===== src/rtl/mcsb_pkg.sv =====
package mcsb_pkg;
  // how an accepted store is entered into the buffer
  typedef enum logic [1:0] {
    ALLOC_NONE   = 2'd0,
    ALLOC_HIT    = 2'd1,
    ALLOC_MISS   = 2'd2,
    ALLOC_FILLED = 2'd3
  } alloc_kind_e;
endpackage


===== src/rtl/mcsb_free_pick.sv =====
module mcsb_free_pick #(
  parameter int DEPTH = 8,
  parameter int IDX_W = 3
) (
  input  logic [DEPTH-1:0] busy,
  output logic             free_any,
  output logic [IDX_W-1:0] free_idx
);
  always_comb begin
    free_any = 1'b0;
    free_idx = '0;
    for (int i = DEPTH - 1; i >= 0; i--) begin
      if (!busy[i]) begin
        free_any = 1'b1;
        free_idx = IDX_W'(i);
      end
    end
  end
endmodule


===== src/rtl/mcsb_drain_pick.sv =====
module mcsb_drain_pick #(
  parameter int DEPTH  = 8,
  parameter int IDX_W  = 3,
  parameter int TID_W  = 2,
  parameter int ADDR_W = 32
) (
  input  logic                              clk,
  input  logic                              rst,
  input  logic [DEPTH-1:0]                  valid,
  input  logic [DEPTH-1:0]                  pend,
  input  logic [DEPTH-1:0][TID_W-1:0]       tid,
  input  logic [DEPTH-1:0][ADDR_W-1:0]      addr,
  input  logic [DEPTH-1:0][DEPTH-1:0]       older,   // older[j][i]: j came before i
  output logic [DEPTH-1:0]                  grant,
  output logic                              grant_any,
  output logic [IDX_W-1:0]                  grant_idx
);
  logic [DEPTH-1:0] blocked;
  logic [DEPTH-1:0] cand;

  always_comb begin
    blocked = '0;
    for (int i = 0; i < DEPTH; i++) begin
      for (int j = 0; j < DEPTH; j++) begin
        if (j != i && valid[j] && older[j][i] && tid[j] == tid[i] && addr[j] == addr[i])
          blocked[i] = 1'b1;
      end
    end
    cand = valid & ~pend & ~blocked;
    grant = '0;
    for (int i = 0; i < DEPTH; i++) begin
      grant[i] = cand[i];
      for (int j = 0; j < DEPTH; j++) begin
        if (j != i && cand[j] && older[j][i]) grant[i] = 1'b0;
      end
    end
    grant_any = |grant;
    grant_idx = '0;
    for (int i = 0; i < DEPTH; i++) begin
      if (grant[i]) grant_idx = IDX_W'(i);
    end
  end

  // the write port serves one entry at most
  p_one_drain_r7: assert property (@(posedge clk) disable iff (rst) $onehot0(grant))
    else $error("more than one entry granted");
endmodule


===== src/rtl/mcsb_miss_counter.sv =====
module mcsb_miss_counter #(
  parameter int DEPTH = 8,
  parameter int CNT_W = 4
) (
  input  logic             clk,
  input  logic             rst,
  input  logic             inc,
  input  logic [CNT_W-1:0] dec,
  output logic [CNT_W-1:0] count
);
  always_ff @(posedge clk) begin
    if (rst) count <= '0;
    else     count <= count + CNT_W'(inc) - dec;
  end

  p_no_overflow_r4: assert property (@(posedge clk) disable iff (rst) count <= CNT_W'(DEPTH))
    else $error("waiting count above depth");
  p_no_underflow_r6: assert property (@(posedge clk) disable iff (rst) dec <= count)
    else $error("more releases than waiting entries");
endmodule


===== src/rtl/mcsb_top.sv =====
module mcsb_top
  import mcsb_pkg::*;
#(
  parameter int  DEPTH    = 8,
  parameter int  TID_W    = 2,
  parameter int  ADDR_W   = 32,
  parameter int  DATA_W   = 32,
  parameter int  LINE_OFF = 6,
  localparam int IDX_W    = (DEPTH > 1) ? $clog2(DEPTH) : 1,
  localparam int CNT_W    = $clog2(DEPTH + 1),
  localparam int LINE_W   = ADDR_W - LINE_OFF
) (
  input  logic              clk,
  input  logic              rst,
  input  logic              cfg_cap_we,
  input  logic [CNT_W-1:0]  cfg_cap_val,
  input  logic              st_valid,
  output logic              st_ready,
  input  logic [TID_W-1:0]  st_tid,
  input  logic [ADDR_W-1:0] st_addr,
  input  logic [DATA_W-1:0] st_data,
  output logic              pr_req,
  output logic [LINE_W-1:0] pr_line,
  input  logic              pr_hit,
  input  logic              fill_valid,
  input  logic [LINE_W-1:0] fill_line,
  output logic              wr_valid,
  output logic [TID_W-1:0]  wr_tid,
  output logic [ADDR_W-1:0] wr_addr,
  output logic [DATA_W-1:0] wr_data
);
  // entry state
  logic [DEPTH-1:0]              valid_q;
  logic [DEPTH-1:0]              pend_q;
  logic [DEPTH-1:0][TID_W-1:0]   tid_q;
  logic [DEPTH-1:0][ADDR_W-1:0]  addr_q;
  logic [DEPTH-1:0][DEPTH-1:0]   older_q;
  logic [DATA_W-1:0]             data_mem [DEPTH];
  logic [CNT_W-1:0]              cap_q;

  logic             free_any;
  logic [IDX_W-1:0] free_idx;
  logic [DEPTH-1:0] grant;
  logic             grant_any;
  logic [IDX_W-1:0] grant_idx;
  logic [CNT_W-1:0] miss_cnt;
  logic [CNT_W-1:0] fill_dec;
  logic [DEPTH-1:0] fill_match;
  logic             fill_bypass;
  logic             accept;
  alloc_kind_e      alloc_kind;

  assign pr_req      = st_valid;
  assign pr_line     = st_addr[ADDR_W-1:LINE_OFF];
  assign fill_bypass = fill_valid && (fill_line == st_addr[ADDR_W-1:LINE_OFF]);
  assign st_ready    = free_any && (pr_hit || fill_bypass || (miss_cnt < cap_q));
  assign accept      = st_valid && st_ready;

  always_comb begin
    if (!accept)          alloc_kind = ALLOC_NONE;
    else if (pr_hit)      alloc_kind = ALLOC_HIT;
    else if (fill_bypass) alloc_kind = ALLOC_FILLED;
    else                  alloc_kind = ALLOC_MISS;
  end

  always_comb begin
    for (int i = 0; i < DEPTH; i++)
      fill_match[i] = valid_q[i] && pend_q[i] && fill_valid &&
                      (addr_q[i][ADDR_W-1:LINE_OFF] == fill_line);
    fill_dec = CNT_W'($countones(fill_match));
  end

  mcsb_free_pick #(.DEPTH(DEPTH), .IDX_W(IDX_W)) u_free (
    .busy(valid_q), .free_any(free_any), .free_idx(free_idx)
  );

  mcsb_drain_pick #(.DEPTH(DEPTH), .IDX_W(IDX_W), .TID_W(TID_W), .ADDR_W(ADDR_W)) u_drain (
    .clk(clk), .rst(rst), .valid(valid_q), .pend(pend_q), .tid(tid_q), .addr(addr_q),
    .older(older_q), .grant(grant), .grant_any(grant_any), .grant_idx(grant_idx)
  );

  mcsb_miss_counter #(.DEPTH(DEPTH), .CNT_W(CNT_W)) u_cnt (
    .clk(clk), .rst(rst), .inc(alloc_kind == ALLOC_MISS), .dec(fill_dec), .count(miss_cnt)
  );

  // cap register, clamped into 1..DEPTH
  always_ff @(posedge clk) begin
    if (rst) cap_q <= CNT_W'(DEPTH);
    else if (cfg_cap_we) begin
      if (cfg_cap_val == '0)                 cap_q <= CNT_W'(1);
      else if (cfg_cap_val > CNT_W'(DEPTH))  cap_q <= CNT_W'(DEPTH);
      else                                   cap_q <= cfg_cap_val;
    end
  end

  // control state and registered write port
  always_ff @(posedge clk) begin
    if (rst) begin
      valid_q  <= '0;
      pend_q   <= '0;
      wr_valid <= 1'b0;
      wr_tid   <= '0;
      wr_addr  <= '0;
    end else begin
      for (int i = 0; i < DEPTH; i++) begin
        if (grant[i])      valid_q[i] <= 1'b0;
        if (fill_match[i]) pend_q[i]  <= 1'b0;
      end
      if (alloc_kind != ALLOC_NONE) begin
        valid_q[free_idx] <= 1'b1;
        pend_q[free_idx]  <= (alloc_kind == ALLOC_MISS);
        tid_q[free_idx]   <= st_tid;
        addr_q[free_idx]  <= st_addr;
        for (int j = 0; j < DEPTH; j++) begin
          older_q[free_idx][j] <= 1'b0;
          if (j != int'(free_idx)) older_q[j][free_idx] <= 1'b1;
        end
      end
      wr_valid <= grant_any;
      if (grant_any) begin
        wr_tid  <= tid_q[grant_idx];
        wr_addr <= addr_q[grant_idx];
      end
    end
  end

  // data storage: one write port, one registered read port
  always_ff @(posedge clk) begin
    if (accept) data_mem[free_idx] <= st_data;
    wr_data <= data_mem[grant_idx];
  end

  // the counter agrees with the pending flags
  p_count_tracks_r6: assert property (@(posedge clk) disable iff (rst)
    miss_cnt == CNT_W'($countones(valid_q & pend_q)))
    else $error("waiting count out of step");
  // a new waiting entry only below the cap
  p_cap_respected_r4: assert property (@(posedge clk) disable iff (rst)
    (alloc_kind == ALLOC_MISS) |-> (miss_cnt < cap_q))
    else $error("miss accepted at cap");
  // cap stays in range
  p_cap_range_r5: assert property (@(posedge clk) disable iff (rst)
    (cap_q != '0) && (cap_q <= CNT_W'(DEPTH)))
    else $error("cap out of range");
  // a grant reaches the write port on the next edge
  p_drain_reg_r2: assert property (@(posedge clk) disable iff (rst)
    grant_any |=> wr_valid)
    else $error("grant lost");
  // a full buffer takes nothing
  p_full_stall_r9: assert property (@(posedge clk) disable iff (rst)
    (&valid_q) |-> !accept)
    else $error("accept while full");
endmodule


===== config.mk =====
export PLATFORM = sky130hd
export DESIGN_NAME = mcsb_top
export DESIGN_NICKNAME = d
export VERILOG_FILES = /design/src/rtl/mcsb_pkg.sv /design/src/rtl/mcsb_free_pick.sv /design/src/rtl/mcsb_drain_pick.sv /design/src/rtl/mcsb_miss_counter.sv /design/src/rtl/mcsb_top.sv
export SDC_FILE = /design/constraint.sdc
export NUM_CORES = 2
export LEC_CHECK = 0
export ABC_AREA = 1
export CORE_MARGIN = 2
export CORE_UTILIZATION = 45
export DETAILED_ROUTE_END_ITERATION = 7
export DONT_BUFFER_PORTS = 1
export GPL_TIMING_DRIVEN = 1
export PLACE_DENSITY = 0.57
export SLEW_MARGIN = 40
export SYNTH_ARGS = -nofsm -noshare
export SYNTH_HDL_FRONTEND = slang
export SYNTH_SLANG_ARGS = --single-unit

===== constraint.sdc =====
create_clock -name clk -period 20.2 [get_ports clk]
set_input_delay 2.02 -clock clk [delete_from_list [all_inputs] [get_ports clk]]
set_output_delay 2.02 -clock clk [all_outputs]
set_load 0.02 [all_outputs]

# Word level (Yosys, flattened, before mapping)
# Memories as Yosys holds them, arrays and structs flattened. A register that Yosys moved wholly into a read port is not among the register bits.
# Index checks and enable logic that the tools add are counted.
# totals
regBits	395
ram_bits	256
input_bits	102
elab_cells	691
memories	1
# op_classes
add_sub_neg	9
n_lt_le_gt_ge	5
eq_ne	129
muxes	227
bitwise_logic	30
reduce_logical	259
# mem_list
memory	words	width	read_ports	rd_clocked_by_memory_dff	wr	line	rtl
data_mem	8	32	1	1	1	mcsb_top.sv:38	logic [DATA_W-1:0] data_mem [DEPTH];
# op_table
op	n
$eq 32x32->1	56
$and 64x64->64	8
$not 64->64	8
$bwmux 256	1
$logic_and 1x1->1	252
$eq 26x26->1	9
$mux 8	25
$demux 8 s3	8
$mux 1	158
$eq 2x2->1	56
$bmux 32 s3	1
$demux 32 s3	1
$or 8x8->8	9
$mux 32	2
$mux 3	15
$and 8x8->8	2
$bwmux 16	1
$not 8->8	2
$mux 4	3
$ne 3x3->1 const A	4
$mux 2	5
$add 1x1->2	4
$bwmux 8	1
$lt 3x4->1 const B	2
other kinds (23)	26

# Logic depth before layout (Yosys ltp)
# logic_depth
word_depth	51
ltp_mapped	32
mapped_depth_nobuf	29

# By module
# From an unflattened synthesis, not the netlist that was laid out.
# unflattened
hier_cells	5472
hier_area_um2	46834.9
# modules_own_cells
mod	n_inst	cells_each	area_per_inst_um2	seq_area_each_um2
mcsb_top	1	2668	29888.7	19518.7
mcsb_drain_pick	1	2746	16572.1	0.0
mcsb_miss_counter	1	40	295.3	80.1
mcsb_free_pick	1	18	78.8	0.0

# Least setup slack after synthesis
# OpenSTA, ideal clock, no wires.
# synth_timing
path_type	input -> register
startpoint	in fill_line[16]
endpoint	reg addr_q[100] (netlist name), enable pin
t_arrival_ns	8.412
t_required_ns	19.774
setup_slack_ns	11.361
path_stages	13
cell_sequence	clkbuf_1 -> xor2_1 -> nor4_1 -> nand4_1 -> nor4_1 -> a21oi_1 -> nand2_1 -> nand2_1 -> inv_1 -> nand2_1 -> nor2_1 -> clkinv_1 -> nor2_1
# synth_between
elab_chain_cells	9
# synth_lines
item	line	rtl
start, declared	mcsb_top.sv:26	input logic [LINE_W-1:0] fill_line,
$eq 26x26->1	mcsb_top.sv:55	assign fill_bypass = fill_valid && (fill_line == st_addr[ADDR_W-1:LINE_OFF]);
$logic_and 1x1->1	mcsb_top.sv:55	
$logic_or 1x1->1 (2 in series)	mcsb_top.sv:56	assign st_ready = free_any && (pr_hit || fill_bypass || (miss_cnt < cap_q));
$logic_and 1x1->1	mcsb_top.sv:56	
named net st_ready	mcsb_top.sv:18	output logic st_ready,
$logic_and 1x1->1	mcsb_top.sv:57	assign accept = st_valid && st_ready;
$mux 2	mcsb_top.sv:60	if (!accept) alloc_kind = ALLOC_NONE;
$reduce_bool 2->1	mcsb_top.sv:109	if (alloc_kind != ALLOC_NONE) begin
$reduce_and 2->1 (no line)	--	
end signal, assigned by index	mcsb_top.sv:113	addr_q[free_idx] <= st_addr;
end, declared	mcsb_top.sv:36	logic [DEPTH-1:0][ADDR_W-1:0] addr_q;
# The timed path passes the listed nets, and every way through them passes these cells.
# A chain may end at the register's enable or synchronous reset.

# Worst setup path in the final report
# layout_timing
startpoint	in st_addr[22]
endpoint	reg addr_q[142] (netlist name), enable pin
# layout_between
elab_chain_cells	9
# layout_lines
item	line	rtl
start, declared	mcsb_top.sv:20	input logic [ADDR_W-1:0] st_addr,
$eq 26x26->1	mcsb_top.sv:55	
$logic_and 1x1->1	mcsb_top.sv:55	
$logic_or 1x1->1 (2 in series)	mcsb_top.sv:56	
$logic_and 1x1->1	mcsb_top.sv:56	
named net st_ready	mcsb_top.sv:18	
$logic_and 1x1->1	mcsb_top.sv:57	
$mux 2	mcsb_top.sv:60	
$reduce_bool 2->1	mcsb_top.sv:109	
$reduce_and 2->1 (no line)	--	
# The timed path passes the listed nets, and every way through them passes these cells.

==> summary.txt <==
Outcome
  – Status: complete, no violations

Power and ir drop
  – Pwr Total: approximately 3.4 mW
  – Leakage: 17.3 nW
  – Peak VDD IR: 0.0753 mV
  – Power density over the cells: 73.2 nW/um2

Route
  – Iter 0 DRT Violations: around 4600
  – WL/cell: 27.1 um
  – Final ANT Viol Nets: 0
  – DRC: 0
  – Vias post-DR: approximately 37000
  – Post-Route WL: roughly 180000 um
  – TritonRoute pass-1 iters: 5
  – Vias per cell: between 5 and 6

Placed design
  – I/O Buffers: 0
  – Gpl congestion: 1.08
  – Placement Setup Slack: around 13 ns
  – Dpl hpwl: 126000 um

Floorplanning
  – Core area: 99900 um2
  – Cell Rows: roughly 120
  – Die X: 321 um
  – IO Pins: 197
  – Die footprint: 103000 um2
  – Initial Util: 45.3%
  – Die H: 321 um

Cells and area
  – Nets@finish: approximately 5200
  – Area growth syn-to-layout: 3.75%
  – Layout cells sized above 1: 6.17%

STA
  – Minimum hold slack: 0.467 ns
  – Slew Limit Fails: 0
  – Clock skew: 0.0347 ns
  – Worst-Margin Slew: 1.07 ns
  – Peak Freq: between 150 and 200 MHz
  – Final WS setup: 13.81 ns
  – Final setup viols: 0
  – RSZ-0062 raised after global routing: no
  – Rel. slew slack: between 20% and 30%
  – Final period utilization: between 30% and 40%
  – Total negative slack: 0 ns
  – Min Clock Period, post-route: around 6.4 ns
  – Final Hold Fails: 0

Worst hold path
  – Hold Path Class: reg2reg
  – Hold Path Depth: 2
  – Hold EP: cap_q[1]
  – Hold wc startpoint: cap_q[1]

Synth
  – Synthesized area: 45200 um2
  – Synthesized area per cell: 8.33 um2
  – Register area share after synthesis: a little over two fifths
  – Synthesized Nets: 5546
  – FFs w/ async S/R, synth: 0%
  – Unique cell type count in the Yosys netlist: 47
  – Top FF cell, synth: edfxtp_1
  – Post-Syn Instances: around 5400
  – Number of synthesized flops with an enable pin: 584
  – Synth Register Bits: 675
  – Yosys warnings: 0

Worst setup path
  – Reg-to-Reg Start: addr_q[160]
  – FF-to-FF End: wr_addr[21]
  – Worst setup path category: in2reg
  – Required @ worst endpoint: approximately 21 ns
  – Max FO, Critical Path: 33
  – Worst Setup SP: st_addr[22]
  – R2R cell count: 27
  – Critical Path Sink Type: flip-flop
  – Worst Path Arrival: 6.70 ns
  – R2r setup slk: 14.29 ns
  – Worst Setup Start Kind: input pin

Clock tree
  – H-tree levels: 3
  – Clock transition at the registers of the reported paths: 0.06 ns
  – Root Driver: clkbuf_16
  – Hold buffer count at CTS: 0
  – Clk Latency, worst-skew pair: slightly below 0.7 ns
  – Postcts setup bufs: 0
  – Sink Count: 675
  – CTS Buffer Depth: 3
  – Post-CTS Resized: 0
  – CTS tree: done
  – Total CTS buffers: between 70 and 80

Global route
  – Vias in the first global route: between 30000 and 40000
  – Total gr overflow: 0
  – Initial antenna violation count: 3
  – First-pass GRT wire length: 247000 um
  – Largest net degree at the start of global routing: about 140
  – Total GRT Usage: around a third

Flow run
  – Max cap viols: 0
cells in the mapped netlist, types with 9 or more instances:
cell type	instances	area (um2)
o22ai_1	71	444
xor2_1	138	1210
clkbuf_1	61	229
buf_6	14	158
nand3_1	436	2180
o21ai_0	107	536
nand2_1	1502	5640
a21oi_1	43	215
nor2_2	9	56.3
nand2_2	9	56.3
dfxtp_1	91	1820
inv_2	85	319
xnor2_1	844	7390
edfxtp_1	584	17500
buf_2	64	320
nor2_1	519	1950
buf_4	303	2270
inv_1	240	901
ha_1	10	125
buf_1	10	37.5
nand4_1	61	382
o21ai_1	70	350
inv_4	14	87.6
nor3_1	60	300
nor4_1	31	194
cell type report:
class                      count  area [um2]
antenna                        2        5.00
inverter                     345        1350
fill                        9712       52900
timing repair buffer          38         353
clock inverter                45         519
tap                         1298        1620
clock buffer                  99        2080
multi-input combinational   3955       21600
sequential                   675       19400
cell usage in the layout (no fill, tap or decap), drive strengths merged, types with 7 or more instances in the layout:
master  netlist  routed
nor2        530     530
edfxtp      584     584
clkbuf       61      99
buf         392      38
o22ai        71      71
nand3       436     436
xor2        138     138
a21oi        44      44
nand2      1515    1515
clkinv        5      35
ha           10      10
xnor2       844     844
nor4         31      31
a31o          7       7
o211ai       10      10
inv         340     347
nand4        61      61
nor3         60      60
dfxtp        91      91
o21ai       177     177
metrics by stage:
step / cells / utilization [%] / area, um2
3_3_place_gp: 6308 / 44.3 / 44200
6_report: 6457 / 47.0 / 46900
2_1_floorplan: 5428 / - / 45200
3_5_place_dp: 6311 / 44.4 / 44300
5_1_grt: 6456 / 47.0 / 46900
4_1_cts: 6455 / 47.0 / 46900
worst max-delay path by stage:
stage                             end  slack, ns  cells past startpoint
final                     addr_q[142]      13.81                     15
after global routing      addr_q[142]      13.67                     15
after CTS                 addr_q[142]      13.76                     15
after detailed placement     tid_q[9]      13.07                     15
after global placement    addr_q[130]      13.08                     15
after floorplan           addr_q[100]      11.36                     13
metal layers:
layer	up-vias	GRT usage, %	wire length [um]
li1	16680	-	-
met1	17461	45.4	71600
met2	2029	51.2	77000
met3	353	6.35	17000
met4	2	16.3	9750
met5	-	0	13
critical path: stages:
cell     delay [ns]
xor2_1         0.15
nor4_1         0.74
nand4_1        0.15
nor4_1         0.62
a21oi_1        0.27
nand2_1        0.13
nand2_1        0.06
inv_1          0.21
nand2_1        0.08
buf_4          0.25
nor2_4         0.11
buf_4          0.47
inv_1          0.18
nor2_4         0.65
buf_4          0.51
cells by family after synthesis:
| kind of cell | after synthesis | share of synthesized area, % |
|---|---|---|
| AOI/OAI and AO/OA | 317 | 3.93 |
| xor gates and xnor gates | 982 | 19.0 |
| adders and majority gates | 16 | 0.542 |
| buffers and inverters | 798 | 9.66 |
| DFF | 675 | 42.8 |
| and+or+nand+nor | 2640 | 24.1 |
flip-flops by register name, summed over array words and instances (netlist names), named ones only:
name	flops
addr_q	256
cap_q	4
data_mem	256
older_q	52
pend_q	8
tid_q	16
u_cnt.count	4
valid_q	8
wr_addr	32
wr_data	32
wr_tid	2
wr_valid	1
report_power, final:
group          switching, mW  leakage, nW  internal [mW]  total, mW
sequential            0.0859         6.01           1.57       1.65
combinational          0.228         10.0          0.107      0.335
clock                  0.624         1.27          0.820       1.44
total                  0.938         17.3           2.50       3.43
(Power assumes the default switching activity.)
